[src/rtl/pclk_gate_bank.sv]
module pclk_gate_bank #(
  parameter int NUM_PERIPH = 64,
  parameter int ALWAYS_ON  = 2,
  parameter int ADDR_W     = 8
) (
  input  logic                  clk,
  input  logic                  rst_n,
  input  logic [ADDR_W-1:0]     bus_addr,
  input  logic [31:0]           bus_wdata,
  input  logic                  bus_we,
  output logic [31:0]           bus_rdata,
  output logic [NUM_PERIPH-1:0] periph_en
);
  localparam int NBANK = (NUM_PERIPH + 31) / 32;
  localparam int PADW  = NBANK * 32;

  function automatic logic [PADW-1:0] low_ones(input int n);
    logic [PADW-1:0] m;
    m = '0;
    for (int i = 0; i < PADW; i++) if (i < n) m[i] = 1'b1;
    return m;
  endfunction

  localparam logic [PADW-1:0] FIXED = low_ones(ALWAYS_ON);
  localparam logic [PADW-1:0] VALID = low_ones(NUM_PERIPH);
  localparam logic [PADW-1:0] CTRL  = VALID & ~FIXED;

  logic [PADW-1:0] en_q, set_vec, clr_vec;

  for (genvar b = 0; b < NBANK; b++) begin : g_bank
    assign set_vec[b*32 +: 32] = (bus_we && bus_addr == ADDR_W'(b*16))     ? bus_wdata : '0;
    assign clr_vec[b*32 +: 32] = (bus_we && bus_addr == ADDR_W'(b*16 + 4)) ? bus_wdata : '0;
  end

  always_ff @(posedge clk or negedge rst_n)
    if (!rst_n) en_q <= FIXED & VALID;
    else        en_q <= (((en_q | set_vec) & ~clr_vec) & CTRL) | (FIXED & VALID);

  always_comb begin
    bus_rdata = '0;
    for (int b = 0; b < NBANK; b++)
      if (bus_addr == ADDR_W'(b*16 + 8)) bus_rdata = en_q[b*32 +: 32];
  end

  assign periph_en = en_q[NUM_PERIPH-1:0];

  p_fixed_on_r2: assert property (@(posedge clk) disable iff (!rst_n)
    bus_addr == ADDR_W'(8) |-> (bus_rdata & FIXED[31:0]) == FIXED[31:0]);

  p_set_bits_r3: assert property (@(posedge clk) disable iff (!rst_n)
    bus_we && bus_addr == ADDR_W'(0) |=>
      (en_q[31:0] & $past(bus_wdata) & CTRL[31:0]) == ($past(bus_wdata) & CTRL[31:0]));

  p_set_keep_r3: assert property (@(posedge clk) disable iff (!rst_n)
    bus_we && bus_addr == ADDR_W'(0) |=>
      (en_q[31:0] & ~$past(bus_wdata)) == ($past(en_q[31:0]) & ~$past(bus_wdata)));

  p_clr_bits_r4: assert property (@(posedge clk) disable iff (!rst_n)
    bus_we && bus_addr == ADDR_W'(4) |=>
      (en_q[31:0] & $past(bus_wdata) & CTRL[31:0]) == 32'h0);

  p_rd_zero_r7: assert property (@(posedge clk) disable iff (!rst_n)
    bus_addr[3:0] != 4'h8 |-> bus_rdata == 32'h0);

  p_hold_r8: assert property (@(posedge clk) disable iff (!rst_n)
    !bus_we |=> $stable(en_q));

  if (NBANK > 1) begin : g_chk_hi
    p_status_hi_r6: assert property (@(posedge clk) disable iff (!rst_n)
      bus_addr == ADDR_W'(8'h18) |-> bus_rdata == periph_en[63:32]);
  end
endmodule

[config.mk]
export PLATFORM = sky130hd
export DESIGN_NAME = pclk_gate_bank
export DESIGN_NICKNAME = d
export VERILOG_FILES = /design/src/rtl/pclk_gate_bank.sv
export SDC_FILE = /design/constraint.sdc
export NUM_CORES = 1
export LEC_CHECK = 0
export ABC_AREA = 1
export BUFFER_PORTS_ARGS = -buffer_cell sky130_fd_sc_hd__buf_2
export CORE_ASPECT_RATIO = 0.7
export CORE_UTILIZATION = 49
export CTS_CLUSTER_SIZE = 28
export DETAILED_ROUTE_END_ITERATION = 8
export PLACE_DENSITY = 0.8
export SKIP_CTS_REPAIR_TIMING = 1
export SYNTH_ARGS = -nofsm -noshare
export SYNTH_HDL_FRONTEND = slang
export SYNTH_SLANG_ARGS = --single-unit
[constraint.sdc]
create_clock -name clk -period 1.3 [get_ports clk]
set_input_delay 0.26 -clock clk [delete_from_list [all_inputs] [get_ports clk]]
set_output_delay 0.26 -clock clk [all_outputs]
set_load 0.01 [all_outputs]
==> results.md <==
* Buf/Inv on CP at 3
* Fmax at roughly 630 MHz
* Clock sinks at between 60 and 70
* Initial antenna violation count at 0
* Post-synthesis sequential area ratio at 0.458
* Hold Path Origin: bus_wdata[9]
* Cell area after synthesis at 3390 µm²
* Clock tree buffer depth at 2
* RSZ-0062 raised after global routing: yes
* Port bufs at 136
* CP Class: input pin to primary output
* MaxCap Viol Count at 0
* First-pass GRT wire length at 17000 µm
* Reg2reg end: periph_en[15]$_DFF_PN0_
* Worst setup EP type: primary output
* CTS tree: done
* Initial Util at 0.525
* Min-delay worst type: input pin to register
* Number of I/O pins at 139
* Area post-placement at 4630 µm²
* Hold Violations, Final at 0
* Final Setup Violations at 32
* Initial DRC count at 182
* Ordered list of cells on the worst path: buf_6 -> nor2_4 -> nand2_2 -> nor2_4 -> nand3_4 -> buf_12 -> o21ai_2 -> buf_2
* R2R setup slack at 580 ps
* GRT Util Overall at 0.303
* R2R cell count at 2
* Fin util at 0.794
* Worst hold path cell count at 3
* CP peak stage delay at about 200 ps
* Final cell count without fillers at between 700 and 800
* Worst setup margin at -295 ps
* Failing checks: setup timing
* Drt pass-1 iters at 5
* Synth top area share at 0.458
* Post-Route M1 WL at 4330 µm
* Cell Rows at 24
* Vias in the first global route at about 3700
* DR DRC count at 0
* Yosys reg bits at between 60 and 70
* WL per Instance at between 15 and 20 µm
* Worst-path clk slew at 70 ps
* Critical Path Start Type: input pin
* Via density per instance at 5.40
* Crit-path most repeated cell: nor2_4
* Hold EP: periph_en[9]$_DFF_PN0_
* Post-layout min period at 1590 ps
* Syn. warnings at 0
* Largest register FFs at between 60 and 70
* Distinct cells, synth at 19
* Worst r2r src: periph_en[15]$_DFF_PN0_
* DRT antenna net count at 0
* Top layer in use: met4
* Tcrit/Tclk final at 1.23
* CP Max Fanout at 9
* Top cells by area, synth: dfrtp_1 46%, inv_1 11%, a21oi_1 9.2%
* Post-DP HPWL at 7480 µm
* N_diodes at 0
* Critical path arrival at 1330 ps
* VDD IR-drop max at 0.000562 V
* Root buffer cell: clkbuf_8
* Wire length on met3 at 949 µm
* Fin area at 5120 µm²
* Lkg Pwr at 0.00251 µW
* Mean Syn Cell Area at 7.37 µm²
* Die width at 101 µm
* Gp weighted congestion at 0.785
* Fin Hold WS at 182 ps
* Layout area overhead at 51.1%
* H-tree depth at 3
* Met2 routed WL at approximately 5500 µm
* Largest net degree at the start of global routing at 63
* Total die area at between 7000 and 8000 µm²
* Fill count at 466
* Final #Nets at roughly 660
* Die H at 71.6 µm
* Total number of vias at 3824
* Most common cell after layout, fill and taps aside: buf_2
* Gr ovfl total at 0
* CP top delay family: simple AND/OR/NAND/NOR gates
* Placed cell count at 688
* Most used cells in the layout excluding fill and tap cells: 117 x buf_2, 96 x inv_1, 71 x nand2_1
* Total CTS buffers at 9
* Layout cells sized above 1 at 0.384
* Routed wire length at 11000 µm
* Yosys top cell by area: dfrtp_1
* PD cells at around 910 nW/µm²
* Status: finished with violations
* Crit path max-delay cell type: buf_12
* Core area at 6460 µm²
* Clk_lat worst skew at 330 ps
* Critical Path RT at about 1000 ps
* Clock Skews at 0 ps
* Post-Syn Instances at 460
* Slew Limit Fails at 0
synth_stat cells (all sizes together):
| cell type | instances |
|---|---|
| conb | 1 |
| nand3 | 34 |
| buf | 23 |
| clkbuf | 6 |
| nor2 | 8 |
| o21ai | 32 |
| nor3 | 62 |
| dfrtp | 62 |
| a21oi | 62 |
| nand2 | 73 |
| inv | 97 |
report_power, final:
part | switching, µW | internal, µW | leakage [µW]
registers | 71.9 | 2020 | 0.000561
clock network | 764 | 1180 | 0.000116
logic | 381 | 238 | 0.00184
total | 1220 | 3440 | 0.00251
worst register-to-register path: stages, from the launching register on:
cell and delay (ps):
dfrtp_1 380, inv_1 120, a21oi_1 100
worst max-delay path by stage:
stage | startpoint | end | slack (ps) | depth (start not counted)
6_report | bus_addr[1] | bus_rdata[12] | -290 | 8
5_1_grt | bus_addr[1] | bus_rdata[1] | -350 | 8
4_1_cts | bus_addr[1] | bus_rdata[8] | -350 | 8
3_5_place_dp | bus_addr[1] | bus_rdata[8] | -340 | 8
3_3_place_gp | bus_addr[1] | bus_rdata[7] | -310 | 8
2_1_floorplan | bus_addr[1] | bus_rdata[13] | -20 | 6
layout make-up:
type	instances	area [µm²]	area share
Clock buffer	11	151	0.0295
Timing Repair Buffer	169	1210	0.237
Clock inverter	5	81.3	0.0159
Sequential cell	62	1550	0.303
Multi-Input combinational cell	273	1650	0.322
Tap cell	91	114	0.0222
Inverter	97	364	0.0710
through the flow:
| stage | setup slack [ps] | setup TNS [ps] | total power, µW |
|---|---|---|---|
| global route | -347 | -10570 | 4830 |
| detailed placement | -343 | -22550 | 2710 |
| floorplan | -16.0 | -16.0 | 2380 |
| global placement | -312 | -19110 | 2690 |
| finish | -295 | -8810 | 4660 |
| CTS | -349 | -9740 | 4660 |
per-layer routing:
| layer | GRT usage | vias up |
|---|---|---|
| met5 | 0 | - |
| met4 | 0.119 | 0 |
| met3 | 0.0615 | 26 |
| met2 | 0.520 | 224 |
| met1 | 0.380 | 1809 |
| li1 | - | 1765 |
cell families after synthesis:
kind of cell	share of synthesized area
buf+inv	0.157
simple gates	0.245
other cells	0.00111
compound gates	0.139
flops	0.458
No activity file was read; power rests on OpenSTA's default activity.
